<file path="src/rtl/errlog_pkg.sv">
package errlog_pkg;

    typedef enum logic [1:0] {
        FE_EMPTY = 2'd0,
        FE_CORR  = 2'd1,
        FE_HELD  = 2'd2,
        FE_BOTH  = 2'd3
    } fe_state_t;

    typedef enum logic [1:0] {
        Q_EMPTY = 2'd0,
        Q_PART  = 2'd1,
        Q_FULL  = 2'd2
    } q_status_t;

endpackage

</file>
<file path="src/rtl/errlog_ioq_track.sv">
module errlog_ioq_track
    import errlog_pkg::*;
#(
    parameter int IOQ_DEPTH = 8
) (
    input  logic clk,
    input  logic por_n,
    input  logic hrst_n,
    input  logic ads_strobe,
    input  logic pop_strobe,
    input  logic depth_one,
    output logic ioq_err,
    output logic ioq_empty
);
    localparam int CW = $clog2(IOQ_DEPTH + 1);

    logic [CW-1:0] cnt_q;
    logic [CW-1:0] cnt_d;
    logic [CW-1:0] limit;
    q_status_t     status;
    logic          inc;
    logic          dec;

    always_comb begin
        limit = depth_one ? CW'(1) : CW'(IOQ_DEPTH);
        if (cnt_q == '0) begin
            status = Q_EMPTY;
        end else if (cnt_q >= limit) begin
            status = Q_FULL;
        end else begin
            status = Q_PART;
        end
    end

    always_comb begin
        inc     = 1'b0;
        dec     = 1'b0;
        ioq_err = 1'b0;
        unique case (status)
            Q_EMPTY: begin
                inc     = ads_strobe;
                ioq_err = pop_strobe;
            end
            Q_PART: begin
                inc = ads_strobe;
                dec = pop_strobe;
            end
            Q_FULL: begin
                dec     = pop_strobe;
                ioq_err = ads_strobe;
            end
            default: begin
                inc = 1'b0;
            end
        endcase
        cnt_d = cnt_q;
        if (inc && !dec) begin
            cnt_d = cnt_q + CW'(1);
        end else if (dec && !inc) begin
            cnt_d = cnt_q - CW'(1);
        end
    end

    always_ff @(posedge clk or negedge por_n) begin
        if (!por_n) begin
            cnt_q <= '0;
        end else if (!hrst_n) begin
            cnt_q <= '0;
        end else begin
            cnt_q <= cnt_d;
        end
    end

    assign ioq_empty = (status == Q_EMPTY);

endmodule

</file>
<file path="src/rtl/errlog_capture.sv">
module errlog_capture
    import errlog_pkg::*;
#(
    parameter int N_EVT        = 16,
    parameter int CORR_IDX     = 8,
    parameter int NONFATAL_IDX = 7
) (
    input  logic             clk,
    input  logic             por_n,
    input  logic [N_EVT-1:0] raw_evt,
    input  logic             clr_en,
    input  logic             clr_sel,
    input  logic [N_EVT-1:0] clr_data,
    output logic [N_EVT-1:0] ferr_q,
    output logic [N_EVT-1:0] nerr_q,
    output logic             held_any
);
    localparam logic [N_EVT-1:0] CORR_MASK = N_EVT'(1) << CORR_IDX;
    localparam logic [N_EVT-1:0] NF_MASK   = N_EVT'(1) << NONFATAL_IDX;

    fe_state_t        state_q;
    fe_state_t        state_d;
    logic             nc_held;
    logic             corr_held;
    logic [N_EVT-1:0] evt;
    logic [N_EVT-1:0] nc_evt;
    logic [N_EVT-1:0] win_vec;
    logic [N_EVT-1:0] ferr_set;
    logic [N_EVT-1:0] nerr_set;
    logic [N_EVT-1:0] ferr_clr;
    logic [N_EVT-1:0] nerr_clr;
    logic             clear_nc;
    logic             clear_corr;
    logic             nc_keep;
    logic             corr_keep;
    logic             nc_next;
    logic             corr_next;

    function automatic logic [N_EVT-1:0] top_bit(input logic [N_EVT-1:0] v);
        logic [N_EVT-1:0] r;
        r = '0;
        for (int k = 0; k < N_EVT; k++) begin
            if (v[k]) begin
                r    = '0;
                r[k] = 1'b1;
            end
        end
        return r;
    endfunction

    // occupancy decode of the current state
    always_comb begin
        nc_held   = 1'b0;
        corr_held = 1'b0;
        unique case (state_q)
            FE_EMPTY: begin
                nc_held   = 1'b0;
                corr_held = 1'b0;
            end
            FE_CORR: begin
                corr_held = 1'b1;
            end
            FE_HELD: begin
                nc_held = 1'b1;
            end
            FE_BOTH: begin
                nc_held   = 1'b1;
                corr_held = 1'b1;
            end
            default: begin
                nc_held = 1'b0;
            end
        endcase
    end

    // escalation of a repeated correctable error, then routing
    always_comb begin
        evt = raw_evt;
        if (corr_held && raw_evt[CORR_IDX]) begin
            evt = (raw_evt & ~CORR_MASK) | NF_MASK;
        end
        nc_evt  = evt & ~CORR_MASK;
        win_vec = top_bit(nc_evt);
        if (nc_held) begin
            ferr_set = evt & CORR_MASK;
            nerr_set = nc_evt;
        end else begin
            ferr_set = win_vec | (evt & CORR_MASK);
            nerr_set = nc_evt & ~win_vec;
        end
        ferr_clr = (clr_en && !clr_sel) ? clr_data : '0;
        nerr_clr = (clr_en &&  clr_sel) ? clr_data : '0;
    end

    assign clear_nc   = |(ferr_clr & ferr_q & ~CORR_MASK);
    assign clear_corr = ferr_clr[CORR_IDX];

    // next-state logic: the clear_nc / clear_corr transitions drop a held flag,
    // the arrive_nc / arrive_corr transitions raise one
    always_comb begin
        nc_keep   = 1'b0;
        corr_keep = 1'b0;
        unique case (state_q)
            FE_EMPTY: begin
                nc_keep   = 1'b0;
                corr_keep = 1'b0;
            end
            FE_CORR: begin
                corr_keep = !clear_corr;
            end
            FE_HELD: begin
                nc_keep = !clear_nc;
            end
            FE_BOTH: begin
                nc_keep   = !clear_nc;
                corr_keep = !clear_corr;
            end
            default: begin
                nc_keep = 1'b0;
            end
        endcase
        nc_next   = nc_keep || (|(ferr_set & ~CORR_MASK));
        corr_next = corr_keep || ferr_set[CORR_IDX];
        unique case ({nc_next, corr_next})
            2'b00:   state_d = FE_EMPTY;
            2'b01:   state_d = FE_CORR;
            2'b10:   state_d = FE_HELD;
            default: state_d = FE_BOTH;
        endcase
    end

    always_ff @(posedge clk or negedge por_n) begin
        if (!por_n) begin
            state_q <= FE_EMPTY;
            ferr_q  <= '0;
            nerr_q  <= '0;
        end else begin
            state_q <= state_d;
            ferr_q  <= (ferr_q & ~ferr_clr) | ferr_set;
            nerr_q  <= (nerr_q & ~nerr_clr) | nerr_set;
        end
    end

    assign held_any = (state_q != FE_EMPTY);

endmodule

</file>
<file path="src/rtl/errlog_ferr_top.sv">
module errlog_ferr_top #(
    parameter int N_EVT        = 16,
    parameter int CORR_IDX     = 8,
    parameter int NONFATAL_IDX = 7,
    parameter int IOQ_IDX      = 2,
    parameter int IOQ_DEPTH    = 8
) (
    input  logic             clk,
    input  logic             por_n,
    input  logic             hrst_n,
    input  logic [N_EVT-1:0] evt_in,
    input  logic             ads_strobe,
    input  logic             pop_strobe,
    input  logic             depth_one,
    input  logic             clr_en,
    input  logic             clr_sel,
    input  logic [N_EVT-1:0] clr_data,
    output logic [N_EVT-1:0] ferr_q,
    output logic [N_EVT-1:0] nerr_q,
    output logic             err_irq
);
    localparam logic [N_EVT-1:0] IOQ_MASK = N_EVT'(1) << IOQ_IDX;

    logic             ioq_err;
    logic             ioq_empty;
    logic [N_EVT-1:0] raw_evt;

    errlog_ioq_track #(
        .IOQ_DEPTH (IOQ_DEPTH)
    ) u_ioq (
        .clk        (clk),
        .por_n      (por_n),
        .hrst_n     (hrst_n),
        .ads_strobe (ads_strobe),
        .pop_strobe (pop_strobe),
        .depth_one  (depth_one),
        .ioq_err    (ioq_err),
        .ioq_empty  (ioq_empty)
    );

    assign raw_evt = evt_in | (ioq_err ? IOQ_MASK : '0);

    errlog_capture #(
        .N_EVT        (N_EVT),
        .CORR_IDX     (CORR_IDX),
        .NONFATAL_IDX (NONFATAL_IDX)
    ) u_cap (
        .clk      (clk),
        .por_n    (por_n),
        .raw_evt  (raw_evt),
        .clr_en   (clr_en),
        .clr_sel  (clr_sel),
        .clr_data (clr_data),
        .ferr_q   (ferr_q),
        .nerr_q   (nerr_q),
        .held_any (err_irq)
    );

endmodule

</file>
<file path="config.mk">
export PLATFORM = sky130hd
export DESIGN_NAME = errlog_ferr_top
export DESIGN_NICKNAME = d
export VERILOG_FILES = /design/src/rtl/errlog_pkg.sv /design/src/rtl/errlog_ioq_track.sv /design/src/rtl/errlog_capture.sv /design/src/rtl/errlog_ferr_top.sv
export SDC_FILE = /design/constraint.sdc
export NUM_CORES = 1
export LEC_CHECK = 0
export ABC_AREA = 1
export BUFFER_PORTS_ARGS = -buffer_cell sky130_fd_sc_hd__buf_2
export CAP_MARGIN = 20
export CORE_UTILIZATION = 45
export DETAILED_ROUTE_END_ITERATION = 7
export GPL_ROUTABILITY_DRIVEN = 0
export GPL_TIMING_DRIVEN = 0
export HOLD_SLACK_MARGIN = 0.15
export PLACE_DENSITY = 0.72
export SLEW_MARGIN = 30
export SYNTH_ARGS = -nofsm -noshare
export SYNTH_HDL_FRONTEND = slang
export SYNTH_HIERARCHICAL = 1
export SYNTH_SLANG_ARGS = --single-unit
</file>
<file path="constraint.sdc">
create_clock -name clk -period 3.4 [get_ports clk]
set_clock_uncertainty 0.15 [all_clocks]
set_input_delay 0.34 -clock clk [delete_from_list [all_inputs] [get_ports clk]]
set_output_delay 0.34 -clock clk [all_outputs]
set_load 0.01 [all_outputs]
</file>
---- Word level (Yosys, flattened, before mapping) ----
Cells that the tools add are included.
word-level totals
  register bits after elaboration ......... 38
  bits of input ports ..................... 40
  output and inout bits ................... 33
  word-level logic and storage cells ...... 83
operators by class
  add/subtract/negate cells ............... 2
  $lt $le $gt $ge ......................... 1
  equality and inequality tests ........... 8
  multiplexer cells ....................... 35
  bitwise operators ....................... 11
  reductions and logical operators ........ 22
operator list
  cell                   count
  $mux W16               18
  $and A16 B16 Y16       4
  $not A16 Y16           3
  $or A16 B16 Y16        2
  $reduce_or A15 Y1      2
  $mux W4                4
  $or A16 B3 Y16         1
  $or A16 B9 Y16         1
  $mux W9                1
  $eq A2 B2 Y1 const B   4
  $reduce_or A2 Y1       4
  $mux W1                7
  $eq A2 B1 Y1 const B   3
  $pmux W2 S3            1
  $logic_and A1 B1 Y1    5
  $logic_not A1 Y1       5
  $add A4 B1 Y4 const B  1
  $ge A4 B4 Y1           1
  $logic_not A2 Y1       2
  $logic_not A4 Y1       1
  $mux W2                2
  $sub A4 B1 Y4 const B  1
  $mux W3                1
  $ne A3 B1 Y1 const B   1
  3 further kinds        4

---- Longest topological paths before layout ----
  depth after elaboration ................. 31
  gate-level depth with buffers ........... 20
  gate-level depth less buffers ........... 20

---- Modules after synthesis ----
The synthesis kept the hierarchy.
modules (own cells, without submodules)
  module            instances  cells each  area each (um^2)  sequential area each (um^2)
  errlog_capture    1          249         1,810.5           850.8
  errlog_ioq_track  1          61          459.2             100.1
  errlog_ferr_top   1          3           11.3              0.0

---- Worst setup path before layout ----
No wires, ideal clock.
  path kind ............................... register to register
  start point ............................. register u_ioq.cnt_q[3]
  end point ............................... register u_ioq.cnt_q[3]
  setup time .............................. 0.117 ns
  data arrival time ....................... 2.475 ns
  required time ........................... 3.133 ns
  path slack .............................. 0.658 ns
  cell stages (with the launch flop) ...... 19
  buffers on the path ..................... 0
  clock period less this slack ............ 2.742 ns
  cell sequence ........................... dfrtp_1 -> ha_1 -> inv_1 -> nor2_2 -> nand2_2 -> nand3_2 -> nand2_4 -> ha_1 -> nand2_1 -> nand3_4 -> ha_1 -> a21oi_1 -> nand3_1 -> nand2_1 -> inv_1 -> nand2_1 -> nand2_1 -> nand2_1 -> nand2_1
on the way
  longest elaborated chain between the ends .. 10
  elaborated cells between the ends (all ways) .. 21
  those cells by class .................... add/sub: 2; order compare: 1; eq/ne: 3; mux: 7; reduce/logical: 8
RTL lines
  element                                       RTL line                RTL
  start: declaration                            errlog_ioq_track.sv:17  logic [CW-1:0] cnt_q;
  start signal: assignment                      errlog_ioq_track.sv:70  cnt_q <= cnt_d;
  $ge A4 B4 Y1                                  errlog_ioq_track.sv:28  end else if (cnt_q >= limit) begin
  $mux W2                                       errlog_ioq_track.sv:28
  $mux W2                                       errlog_ioq_track.sv:26  if (cnt_q == '0) begin
  $eq A2 B1 Y1 or $eq A2 B2 Y1 (tied branches)  errlog_ioq_track.sv:39  unique case (status)
  $reduce_or A2 Y1 (no source line)             n/a
  $mux W1                                       errlog_ioq_track.sv:39
  $logic_not A1 Y1                              errlog_ioq_track.sv:57  if (inc && !dec) begin
  $logic_and A1 B1 Y1                           errlog_ioq_track.sv:57
  $mux W4                                       errlog_ioq_track.sv:57
  $mux W4                                       errlog_ioq_track.sv:67  end else if (!hrst_n) begin
Parallel ways exist; a longest one is shown, timed or not. The select of a mux whose other input is x is not followed.
A chain may end at the register's enable or synchronous reset.

---- Worst setup path in the final report ----
Same ends and word-level chain as after synthesis.

==> metrics <==
status completed; final count of pins violating max slew 0; Vias 2305; Lkg Pwr 0.00162 uW; Synthesized Nets 359; area share of fa/ha/maj cells after synthesis 3.62%; sequential element share of the synthesized area 41.7%; GR Overflow Total 0; total CTS buffers 5; DRT Wirelength 5910 um; Residual DRC 0; die height 73.2 um; drt initial violations 98; Compound-Gate Fraction of Synth Area 11.4%; PostCTS Resize Cnt 0; share of layout cells above drive strength 1 25.5%; Clock Sinks 38; Synth Warn # 6; cell area after synthesis 2280 um^2; Initial Utilization 47.7%; max-cap viol count 0; HPWL after detailed placement 4560 um; hold_sp evt_in[4]; Worst slew margin 66.0%; CP arrival 3.01 ns; Most used DFF post-synth dfrtp_1; diode count 0; DR pass1 iterations 4; nets@finish 445; Startpoint Class flip-flop; DP Cell Count 452; hold_ws 0.171 ns; fraction of registers with async set/reset 100%; CP Max Fanout 9; Yosys reg bits 38; DIE AREA 5360 um^2; Post-synth EDFFs 0; setup TNS 0 ns; Die Wd 73.2 um; Synth top area share 41.7%; vias in the first global route 2170; Critical R2R Launch u_ioq/cnt_q[3]; Syn Inst Count 313; PwrDens 515 nW/um^2; Filler Cells Inserted 481; worst reg-to-reg path cell count 18; largest area contributor in the netlist dfrtp_1; WL/cell 12.6 um; post-synthesis mux area share 0%; synthesis-to-finish area growth 26.7%; Max clock buf depth 2; FP Rows 25; first-pass GRT wire length 9770 um; CTS tree built; Total GRT Usage 24.1%; Worst setup EP type flip-flop; clk root buf clkbuf_8; clock-pin slew on the worst setup and hold paths 0.08 ns; Worst Hold Class in -> reg; worst hold stages 3; Vias/cell 4.94; Period Utilization, post-route 87.7%; htree depth 2; Worst R2R End u_ioq/cnt_q[3]; I/O Buffers 72; Peak VDD IR 0.000392 V; xor/xnor share of the synthesized area 0.384%; RSZ-0062 raised after global routing no; Ports 73; final-report setup violation count 0; top-count cell post-synth nand2_1; CORE AREA 4790 um^2; largest family of logic cells by synthesized area simple AND/OR/NAND/NOR gates; final hold violations 0; Area contributors post-synth dfrtp_1 (42%), nand2_1 (13%), o21ai_0 (9.7%), inv_1 (9.5%), nand3_1 (4.6%); Antenna Nets Post-Route 0; Req. time, crit path 3.43 ns; clk_lat worst skew 0.29 ns; initial antenna violation count 0; Least-Margin Pin Slew 0.510 ns; largest net degree at the start of global routing 39; crit path time final 2.98 ns; synth cell count leaders nand2_1 (80), inv_1 (58), o21ai_0 (44); Synth cell types 26; Fmax 335 MHz; WS Path Type reg -> reg; post-CTS setup buffers 0; FF-to-FF setup slack 0.42 ns; simple-gate portion of the synthesized area 32.0%; Final Instance Count excl. Fillers 467; Avg Inst Size Synth 7.29 um^2; hold endpoint u_cap/nerr_q[4]
-- layer usage --
| metal | global-route usage [%] | part of all wire, % | wire length, um | vias up |
|---|---|---|---|---|
| met2 | 39.6 | 46 | 2700 | 68 |
| met5 | 0 | 0 | 0 | - |
| li1 | - | - | - | 1170 |
| met4 | 7.63 | 1.6 | 97 | 0 |
| met1 | 32.2 | 47 | 2800 | 1058 |
| met3 | 4.14 | 5.2 | 309 | 9 |
-- logic make-up after synthesis --
| family | after synthesis |
|---|---|
| flops | 38 |
| simple gates | 156 |
| buf+inv | 64 |
| fa+ha+maj | 6 |
| xor+xnor | 1 |
| compound gates | 48 |
-- worst max path at each step --
stage | from | end | slack, ns | cells after the start
after floorplan | u_ioq/cnt_q[3] | u_ioq/cnt_q[3] | 0.66 | 18
after global placement | depth_one | u_ioq/cnt_q[3] | 0.49 | 19
after detailed placement | depth_one | u_ioq/cnt_q[3] | 0.41 | 19
after CTS | u_ioq/cnt_q[3] | u_ioq/cnt_q[3] | 0.42 | 18
after global routing | u_ioq/cnt_q[3] | u_ioq/cnt_q[3] | 0.13 | 18
final | u_ioq/cnt_q[3] | u_ioq/cnt_q[3] | 0.42 | 18
-- layout make-up --
class                   count  area (um^2)  area share, %
flip-flops and latches     38          951           32.9
well taps                  67         83.8           2.90
inverters                  61          229           7.93
plain buffers               3         20.0          0.693
repair buffers             79          433           15.0
multi-input cells         211         1080           37.4
clock inverters             1         5.00          0.173
clock buffers               7         86.3           2.99
-- flip-flops by register name (all words and copies together), names as in the netlist --
register and count:
u_cap/state_q 2, u_cap/ferr_q 16, u_cap/nerr_q 16, u_ioq/cnt_q 4
-- what timing repair did --
action,CTS,global route
endpoints found under the setup margin,0,0
hold endpoints to repair,45,0
hold buffers,7,0
-- per-stage QoR --
stage	setup slack (ns)	utilization, %	total power, uW	cell area, um^2
after CTS	0.416	60.3	1500	2890
after global routing	0.130	60.4	1610	2890
after floorplan	0.658	-	995	2280
final	0.417	60.4	1490	2890
after detailed placement	0.411	56.9	1170	2730
after global placement	0.488	56.9	1150	2730
-- placed cells by master, fill, tap and decap left out, drive strengths merged, types with 2 or more instances in the layout --
cell type | netlist | final
dlygate4sd3 | 0 | 7
ha | 5 | 5
o21ai | 44 | 44
clkbuf | 1 | 8
nand4 | 11 | 11
dfrtp | 38 | 38
inv | 61 | 61
nand3b | 2 | 2
buf | 2 | 74
nand3 | 25 | 25
nand2 | 87 | 87
nor2 | 26 | 26
nor3 | 5 | 5
a21oi | 3 | 3
-- critical path, cell delays in order, from the launching register on --
cell and delay [ns]:
dfrtp_1 0.43, ha_1 0.33, inv_1 0.06, nor2_2 0.12, nand2_2 0.07, nand3_2 0.09
nand2_4 0.07, ha_1 0.30, nand2_1 0.12, nand3_4 0.16, ha_1 0.36, a21oi_1 0.18
nand3_1 0.09, nand2_1 0.09, inv_1 0.04, nand2_1 0.05, nand2_1 0.05, nand2_1 0.06
nand2_1 0.05
-- power breakdown --
| group | internal [uW] | switching, uW | total [uW] |
|---|---|---|---|
| clock network | 164 | 155 | 319 |
| logic | 233 | 367 | 601 |
| registers | 516 | 52.6 | 569 |
Note: power is estimated with default switching activity, not from simulation.
